<file path="config.mk">
export PLATFORM = sky130hd
export DESIGN_NAME = coin_vend_ctrl
export DESIGN_NICKNAME = d
export VERILOG_FILES = /design/src/rtl/coin_vend_pkg.sv /design/src/rtl/coin_vend_dp.sv /design/src/rtl/coin_vend_fsm.sv /design/src/rtl/coin_vend_ctrl.sv
export SDC_FILE = /design/constraint.sdc
export NUM_CORES = 1
export LEC_CHECK = 0
export BUFFER_PORTS_ARGS = -buffer_cell sky130_fd_sc_hd__buf_2
export CAP_MARGIN = 40
export CORE_AREA = 4 4 41 43
export DETAILED_ROUTE_END_ITERATION = 6
export DIE_AREA = 0 0 45 47
export SLEW_MARGIN = 30
export SYNTH_ARGS = -nofsm -noshare
export SYNTH_HDL_FRONTEND = slang
export SYNTH_SLANG_ARGS = --single-unit
</file>
<file path="constraint.sdc">
create_clock -name clk -period 2.67 [get_ports clk]
set_clock_uncertainty 0.05 [all_clocks]
set_input_delay 0.1335 -clock clk [delete_from_list [all_inputs] [get_ports clk]]
set_output_delay 0.1335 -clock clk [all_outputs]
set_load 0.03 [all_outputs]
</file>
<file path="src/rtl/coin_vend_pkg.sv">
package coin_vend_pkg;

  typedef enum logic [1:0] {
    COIN_NONE   = 2'd0,
    COIN_NICKEL = 2'd1,
    COIN_DIME   = 2'd2
  } coinKind_t;

  typedef struct packed {
    logic enterFull;
  } ctrlStrobes_t;

endpackage

</file>
<file path="src/rtl/coin_vend_dp.sv">
module coin_vend_dp
  import coin_vend_pkg::*;
(
  input  logic         clk,
  input  logic         rst,
  input  logic         nickelIn,
  input  logic         dimeIn,
  input  ctrlStrobes_t strobes,
  output coinKind_t    coinKind,
  output logic         openQ
);

  // a simultaneous pair is not a legal coin event: decode to none
  always_comb begin
    unique case ({dimeIn, nickelIn})
      2'b01:   coinKind = COIN_NICKEL;
      2'b10:   coinKind = COIN_DIME;
      default: coinKind = COIN_NONE;
    endcase
  end

  always_ff @(posedge clk) begin
    if (rst) openQ <= 1'b0;
    else     openQ <= strobes.enterFull;
  end

  // the release pulse never lasts more than one cycle
  a_r6_single_pulse: assert property (@(posedge clk) disable iff (rst)
    openQ |=> !openQ);

  // open follows entry into the full state by one edge
  a_r4_open_on_entry: assert property (@(posedge clk) disable iff (rst)
    strobes.enterFull |=> openQ);

  a_r4_open_quiet: assert property (@(posedge clk) disable iff (rst)
    !strobes.enterFull |=> !openQ);

endmodule

</file>
<file path="src/rtl/coin_vend_fsm.sv">
module coin_vend_fsm
  import coin_vend_pkg::*;
#(
  parameter int PRICE_UNITS  = 3,
  parameter int NICKEL_UNITS = 1,
  parameter int DIME_UNITS   = 2
) (
  input  logic         clk,
  input  logic         rst,
  input  coinKind_t    coinKind,
  output ctrlStrobes_t strobes
);

  localparam int CW = $clog2(PRICE_UNITS + 1);
  localparam int SW = CW + 1;
  localparam logic [CW-1:0] FULL = CW'(PRICE_UNITS);

  // binary credit code, 0..PRICE_UNITS five-cent units
  logic [CW-1:0] credit;
  logic [CW-1:0] creditNext;
  logic [SW-1:0] addUnits;
  logic [SW-1:0] sum;
  logic          full;
  logic          reaches;

  assign full = (credit == FULL);

  always_comb begin
    unique case (coinKind)
      COIN_NICKEL: addUnits = SW'(NICKEL_UNITS);
      COIN_DIME:   addUnits = SW'(DIME_UNITS);
      default:     addUnits = '0;
    endcase
  end

  assign sum     = {1'b0, credit} + addUnits;
  assign reaches = !full && (sum >= SW'(PRICE_UNITS));

  always_comb begin
    if (full)         creditNext = '0;
    else if (reaches) creditNext = FULL;
    else              creditNext = sum[CW-1:0];
  end

  always_ff @(posedge clk) begin
    if (rst) credit <= '0;
    else     credit <= creditNext;
  end

  assign strobes.enterFull = reaches;

  // reset lands in the zero-credit state regardless of coins
  a_r1_reset_idle: assert property (@(posedge clk)
    rst |=> credit == '0);

  // the full state always returns to zero, whatever coin arrives
  a_r6_full_to_idle: assert property (@(posedge clk) disable iff (rst)
    full |=> credit == '0);

  // no coin (including the simultaneous pair) holds the credit
  a_r5_no_coin_holds: assert property (@(posedge clk) disable iff (rst)
    (!full && coinKind == COIN_NONE) |=> $stable(credit));

  // a coin below the price adds its value
  a_r2_adds_value: assert property (@(posedge clk) disable iff (rst)
    (!full && coinKind != COIN_NONE && !reaches)
      |=> credit == $past(sum[CW-1:0]));

  // reaching or passing the price saturates at full
  a_r3_saturate: assert property (@(posedge clk) disable iff (rst)
    reaches |=> full);

endmodule

</file>
<file path="src/rtl/coin_vend_ctrl.sv">
module coin_vend_ctrl
  import coin_vend_pkg::*;
#(
  parameter int PRICE_UNITS  = 3,
  parameter int NICKEL_UNITS = 1,
  parameter int DIME_UNITS   = 2
) (
  input  logic clk,
  input  logic rst,
  input  logic nickelPulse,
  input  logic dimePulse,
  output logic openOut
);

  coinKind_t    coinKind;
  ctrlStrobes_t strobes;

  coin_vend_fsm #(
    .PRICE_UNITS (PRICE_UNITS),
    .NICKEL_UNITS(NICKEL_UNITS),
    .DIME_UNITS  (DIME_UNITS)
  ) fsm_i (
    .clk     (clk),
    .rst     (rst),
    .coinKind(coinKind),
    .strobes (strobes)
  );

  coin_vend_dp dp_i (
    .clk     (clk),
    .rst     (rst),
    .nickelIn(nickelPulse),
    .dimeIn  (dimePulse),
    .strobes (strobes),
    .coinKind(coinKind),
    .openQ   (openOut)
  );

endmodule

</file>
### Yosys cells after proc, flatten, opt, wreduce, memory -nomap -nowiden

Index checks and enable logic that the tools add are counted.

| operators by class | value |
|---|---|
| $add $sub $neg | 1 |
| order comparisons | 1 |
| eq/ne operators | 5 |
| multiplexer cells | 3 |
| reduce and logical (&&, ||, !) cells | 3 |

Operators with widths:

| cell | number |
|---|---|
| $pmux W2 S2 | 2 |
| $eq A2 B2 Y1 const B | 3 |
| $eq A2 B1 Y1 const B | 2 |
| $add A2 B2 Y3 | 1 |
| $ge A3 B2 Y1 const B | 1 |
| $mux W2 | 1 |
| $reduce_or A2 Y1 | 1 |
| $logic_and A1 B1 Y1 | 1 |
| $logic_not A1 Y1 | 1 |

| storage, ports and cells | value |
|---|---|
| flip-flop bits (word level) | 3 |
| word-level logic and storage cells | 15 |

### Longest topological paths before layout

Gate-level depths: netlist of the first run.

| depth | value |
|---|---|
| word-level depth | 8 |
| mapped depth | 6 |
| gate-level depth less buffers | 6 |

### Cells and area by module

From an unflattened synthesis of the first run, not the netlist that was laid out.

| unflattened totals | value |
|---|---|
| cells, all modules | 18 |
| area total of the unflattened synthesis | 168.9 um^2 |

By module, submodules not included:

| module | times used | cells an instance | area each (um^2) | sequential area each (um^2) |
|---|---|---|---|---|
| coin_vend_fsm | 1 | 14 | 127.6 | 40.0 |
| coin_vend_dp | 1 | 4 | 41.3 | 20.0 |

### Worst setup path after synthesis of the first run

No wires, ideal clock.

| timing path | value |
|---|---|
| path type | flip-flop to flip-flop |
| start point | register fsm_i.credit[0] |
| end point | register dp_i.openQ |
| setup time | 0.070 ns |
| data arrival time | 1.192 ns |
| slack | 1.358 ns |
| stages on the path, launching flop included | 6 |
| path through | dfxtp_1 ha_1 inv_1 fa_1 nand2b_1 a21oi_1 |

| on the way | value |
|---|---|
| cells in the longest elaborated chain, start to end | 3 |

RTL lines:

| what | RTL line | RTL |
|---|---|---|
| from (decl) | coin_vend_fsm.sv:19 | `logic [CW-1:0] credit;` |
| from (signal assigned) | coin_vend_fsm.sv:47 | `else credit <= creditNext;` |
| $add A2 B2 Y3 / $eq A2 B2 Y1 (equally long branches) | coin_vend_fsm.sv:36, coin_vend_fsm.sv:26 |  |
| $ge A3 B2 Y1 / $logic_not A1 Y1 (equally long branches) | coin_vend_fsm.sv:37 | `assign reaches = !full && (sum >= SW'(PRICE_UNITS));` |
| $logic_and A1 B1 Y1 * | coin_vend_fsm.sv:37 |  |
| to (signal assigned) | coin_vend_dp.sv:24 | `else openQ <= strobes.enterFull;` |
| to (decl) | coin_vend_dp.sv:10 | `output logic openQ` |

Every way passes the cells marked *; elsewhere a longest branch is shown, timed or not.
A chain may end at the register's enable or synchronous reset.

### Worst setup path in the final report of the first run

Same ends and word-level chain as after synthesis.

==> results.py, run 1 <==
metrics = {
    "finish": {
        "syn2layout_area_growth_pct": 44.83,
        "final_cells": 38,
        "n_antenna_cell": 0,
        "nets": 30,
        "fillerInstances": 158,
        "final_cell_area_um2": 210.2,
        "drive_gt1_share_pct": 30.43,
    },
    "power": {
        "leakage_nw": 0.09476,
        "power_mw": 0.1611,
        "vdd_drop_max_mv": 0.1773,
        "power_density_mw_per_mm2": 766.4,
    },
    "setup_path": {
        "cp-startpoint": "fsm_i.credit[0]",
        "r2r-end": "dp_i.openQ",
        "worstReg2RegStart": "fsm_i.credit[0]",
        "r2r_cells": 5,
        "cp.arrival_ns": 1.51,
        "r2r_setup_slack_ns": 1.27,
        "crit_type": "reg2reg",
        "end_kind": "register",
        "cp-start-kind": "register",
        "crit_end": "dp_i.openQ",
        "cp.required_ns": 2.78,
        "crit_fanout": 2,
    },
    "synthesis": {
        "synth_area_leaders": "dfxtp_1 (41%), fa_1 (14%), a21oi_1 (10%)",
        "synth_top_area_share_pct": 41.38,
        "synth_nets": 21,
        "syn_inst": 15,
        "synth_warnings": 0,
        "netlist_area_um2": 145.1,
        "synth.avg_cell_area_um2": 9.676,
        "synth_top_area_cell": "dfxtp_1",
        "synth.distinct_cells": 8,
        "ys_seq_area_share_pct": 41.38,
        "ys_seq_elements": 3,
    },
    "clock_network": {
        "cts.root.buffer_cell": "clkbuf_4",
        "cts_buffers": 3,
        "cts_sinks": 3,
        "insertion_delay_ns": 0.23,
        "post_cts_buffers": 0,
        "cts_buffer_depth": 2,
        "post_cts_resized": 0,
        "cts_tree": "built",
        "h-tree-depth": 1,
        "clkTransAtPathRegs_ns": 0.03,
        "cts_hold_buf": 0,
    },
    "timing": {
        "hold_violations": 0,
        "period_needed_ns": 1.401,
        "worst_pin_slew_ns": 0.1577,
        "period_share_pct": 52.47,
        "rsz0062_at_grt": "false",
        "final-setup-viol-count": 0,
        "setup_tns_ns": 0,
        "slew_headroom_pct": 89.56,
        "max_freq_mhz": 713.8,
        "drv_slew": 0,
        "whs_ns": 0.1402,
    },
    "drt": {
        "vias_per_cell": 3.105,
        "ant_nets": 0,
        "dr.pass1.iters": 2,
        "first_iter_violations": 2,
        "wl_um": 273,
        "via_count": 118,
        "drc": 0,
        "wire_per_inst_um": 7.184,
    },
    "floorplan": {
        "start_util_pct": 11.15,
        "rows": 13,
        "core-area_mm2": 0.001301,
        "die_height_um": 47,
        "io_pins": 5,
        "die_w_um": 45,
        "dieArea_mm2": 0.002115,
    },
    "global_routing": {
        "grt_overflow": 0,
        "antenna_found_initial": 0,
        "grt_max_degree": 4,
        "grt_pass1_wl_um": 489,
        "grt_usage_pct": 4.028,
        "grt_pass1_vias": 141,
    },
    "place": {
        "placed_cells": 34,
        "place.gp.congestion": 0.5740,
        "portBuffers": 4,
        "dpl_cell_area_um2": 183.9,
    },
    "status": {
        "run_status": "completed",
    },
    "flow_run": {
        "maxCapViolCount": 0,
    },
    "min_path": {
        "hp-class": "in2reg",
    },
}
==> metal layers <==
| metal | vias to the layer above | part of all wire, % | global-route usage [%] |
|---|---|---|---|
| met2 | 3 | 48 | 4.802 |
| li1 | 64 | - | - |
| met3 | 0 | 10 | 4.598 |
| met4 | 0 | 0 | 5.263 |
| met1 | 51 | 41 | 2.955 |
| met5 | - | 0 | 0 |
==> cell families after synthesis <==
family	synth area share, %
buffers and inverters	7.758
adder cells (fa/ha/maj)	22.41
flip-flops	41.38
AO/OA/AOI/OAI	15.52
AND/OR/NAND/NOR	12.93
==> cells in the final DEF, fill, tap and decap left out <==
cell      n
nor2b_1   1
ha_1      1
inv_1     3
fa_1      1
clkbuf_4  3
dfxtp_1   3
a21oi_1   3
buf_2     4
nand2b_1  2
clkbuf_1  1
a21o_1    1
==> stage by stage <==
step	setup slack, ns	utilization [%]
2_1_floorplan	1.358	-
3_3_place_gp	1.241	14.13
3_5_place_dp	1.228	14.13
4_1_cts	1.256	16.15
5_1_grt	1.187	16.15
6_report	1.269	16.15
==> Yosys cell counts <==
cell type  count
nand2b_1       2
inv_1          3
fa_1           1
dfxtp_1        3
a21o_1         1
a21oi_1        3
nor2b_1        1
ha_1           1
==> cell type report <==
cell class                      count  area [µm²]  share of cell area [%]
Tap cell                           15       18.77                   8.929
Inverter                            3       11.26                   5.357
Multi-Input combinational cell      9       73.82                   35.12
Clock buffer                        4       26.28                   12.50
Timing Repair Buffer                4       20.02                   9.524
Sequential cell                     3       60.06                   28.57
==> power breakdown <==
part	switching [mW]	internal [mW]
Clock	0.0218	0.0559
Sequential	0.00306	0.0519
Combinational	0.0156	0.0128
Total	0.0405	0.121
==> registers in the layout, summed over array words and instances, names as in the netlist <==
register and cells:
fsm_i.credit 2, dp_i.openQ 1
==> worst min path at each step <==
| stage | startpoint | end | slack, ns | cells past startpoint |
|---|---|---|---|---|
| CTS | rst | fsm_i.credit[0] | 0.14 | 3 |
| detailed placement | rst | fsm_i.credit[0] | 0.39 | 3 |
| global placement | rst | fsm_i.credit[0] | 0.38 | 3 |
| floorplan | rst | dp_i.openQ | 0.27 | 2 |
| global route | rst | fsm_i.credit[1] | 0.15 | 3 |
| finish | rst | fsm_i.credit[0] | 0.14 | 3 |
==> critical path, cell delays in order, from the launching register on <==
cell and delay, ns:
dfxtp_1 0.31, ha_1 0.19, inv_1 0.06, fa_1 0.42
nand2b_1 0.16, a21oi_1 0.14
(Power assumes the default switching activity.)
==> run 2: changes to the inputs <==
ABC_AREA = 1   (was not set)
clock period = 1.5 ns   (was 2.67 ns; I/O delays follow)
==> results.py, run 2 <==
metrics = {
    "status": {
        "run_status": "completed",
    },
    "synthesis": {
        "syn_inst": 22,
        "synth_nets": 28,
        "ys_seq_area_share_pct": 37.80,
        "async_reset_ff_share_pct": 0,
        "synth_area_leaders": "dfxtp_1 (38%), inv_1 (17%), fa_1 (13%)",
        "synth.distinct_cells": 7,
        "synth.avg_cell_area_um2": 7.223,
        "synth_top_area_cell": "dfxtp_1",
        "synth_warnings": 0,
        "netlist_area_um2": 158.9,
        "synth_edf_count": 0,
        "ys.flop_type": "dfxtp_1",
        "ys_seq_elements": 3,
        "synth_common_cells": "inv_1 (7), nand2_1 (5), nor2_1 (4), dfxtp_1 (3)",
        "synth_top_area_share_pct": 37.80,
        "yosysMostFrequentCell": "inv_1",
    },
    "finish": {
        "biggestRegsByFlops": "fsm_i.credit x2, dp_i.openQ x1",
        "syn2layout_area_growth_pct": 40.95,
        "seq_area_um2": 60.06,
        "final_cell_mix": "inv_1 (7), nand2_1 (5), nor2_1 (4), buf_2 (4)",
        "n_antenna_cell": 0,
        "top_register": "fsm_i.credit",
        "fillerInstances": 159,
        "nets": 37,
        "multi_input_area_um2": 72.57,
        "final_common_cell": "inv_1",
        "drive_gt1_share_pct": 26.67,
        "largest_reg_flops": 2,
    },
    "drt": {
        "via_count": 139,
        "wl_um": 273,
        "drc": 0,
        "dr.pass1.iters": 3,
        "wire_per_inst_um": 6.067,
        "first_iter_violations": 3,
        "ant_nets": 0,
        "vias_per_cell": 3.089,
    },
    "timing": {
        "slew_headroom_pct": 89.70,
        "drv_slew": 0,
        "worst_pin_slew_ns": 0.1555,
        "setup_tns_ns": 0,
        "hold_violations": 0,
        "max_freq_mhz": 759.7,
        "period_needed_ns": 1.316,
        "final-setup-viol-count": 0,
        "period_share_pct": 87.75,
        "rsz0062_at_grt": "false",
    },
    "clock_network": {
        "insertion_delay_ns": 0.24,
        "cts_buffers": 3,
        "cts_buffer_depth": 2,
        "clkTransAtPathRegs_ns": 0.04,
        "cts.root.buffer_cell": "clkbuf_4",
        "cts_sinks": 3,
        "cts_tree": "built",
        "post_cts_buffers": 0,
        "post_cts_resized": 0,
        "h-tree-depth": 1,
        "cts_hold_buf": 0,
    },
    "floorplan": {
        "io_pins": 5,
        "die_w_um": 45,
        "rows": 13,
        "die_height_um": 47,
        "core-area_mm2": 0.001301,
        "dieArea_mm2": 0.002115,
        "start_util_pct": 12.21,
    },
    "power": {
        "power_mw": 0.2980,
        "power_density_mw_per_mm2": 1331,
        "leakage_nw": 0.1218,
        "vdd_drop_max_mv": 0.3603,
    },
    "global_routing": {
        "grt_overflow": 0,
        "grt_pass1_wl_um": 614,
        "grt_max_degree": 4,
        "grt_pass1_vias": 166,
        "grt_usage_pct": 4.897,
        "antenna_found_initial": 0,
    },
    "place": {
        "portBuffers": 4,
        "place.gp.congestion": 0.6735,
    },
    "setup_path": {
        "cp.arrival_ns": 1.39,
        "cp-start-kind": "register",
        "r2r_cells": 6,
        "cp.required_ns": 1.58,
        "crit_type": "reg2reg",
        "crit_fanout": 2,
        "end_kind": "register",
    },
    "min_path": {
        "hp-class": "in2reg",
        "whs_path_depth": 4,
    },
    "flow_run": {
        "maxCapViolCount": 0,
    },
}
## run 2: layout make-up
class | instances | share of cell area (%)
sequential | 3 | 26.82
timing repair buffer | 4 | 8.939
multi-input combinational | 12 | 32.40
inverter | 7 | 11.73
tap | 15 | 8.380
clock buffer | 4 | 11.73
## run 2: logic make-up after synthesis
| logic type | count (synthesis) | synth area share, % |
|---|---|---|
| adders and majority gates | 2 | 20.47 |
| buffers and inverters | 7 | 16.54 |
| DFF | 3 | 37.80 |
| and+or+nand+nor | 10 | 25.20 |
## run 2: power breakdown
group	switching [mW]	total, mW	internal [mW]
Sequential	0.00477	0.0970	0.0922
Clock	0.0442	0.144	0.0998
Combinational	0.0354	0.0570	0.0216
## run 2: metrics by stage
| stage | area [µm²] | worst slack (ns) | std cells | hold WS (ns) | util [%] |
|---|---|---|---|---|---|
| 2_1_floorplan | 158.9 | 0.2456 | 22 | 0.1990 | - |
| 3_3_place_gp | 197.7 | 0.1977 | 41 | 0.3001 | 15.19 |
| 3_5_place_dp | 197.7 | 0.1871 | 41 | 0.3035 | 15.19 |
| 4_1_cts | 224.0 | 0.1721 | 45 | 0.04799 | 17.21 |
| 5_1_grt | 224.0 | 0.08628 | 45 | 0.07934 | 17.21 |
| 6_report | 224.0 | 0.1837 | 45 | 0.05435 | 17.21 |
## run 2: per-layer routing
metal  global-route usage [%]  wire length [µm]
met3                    4.598                32
met2                    6.215               110
met1                    3.636               108
met4                    7.018                22
met5                        0                 0
## run 2: worst paths after layout
path | slack, ns | endpoint | from
max | 0.18 | dp_i.openQ | fsm_i.credit[0]
min | 0.05 | fsm_i.credit[1] | rst
max reg2reg | 0.18 | dp_i.openQ | fsm_i.credit[0]
min reg2reg | 0.49 | fsm_i.credit[1] | fsm_i.credit[1]
## run 2: critical path: stages, from the launching register on
cell     delay [ns]
dfxtp_1        0.32
ha_1           0.14
inv_1          0.04
fa_1           0.48
nand2_1        0.07
nand2_1        0.07
nor2_1         0.03
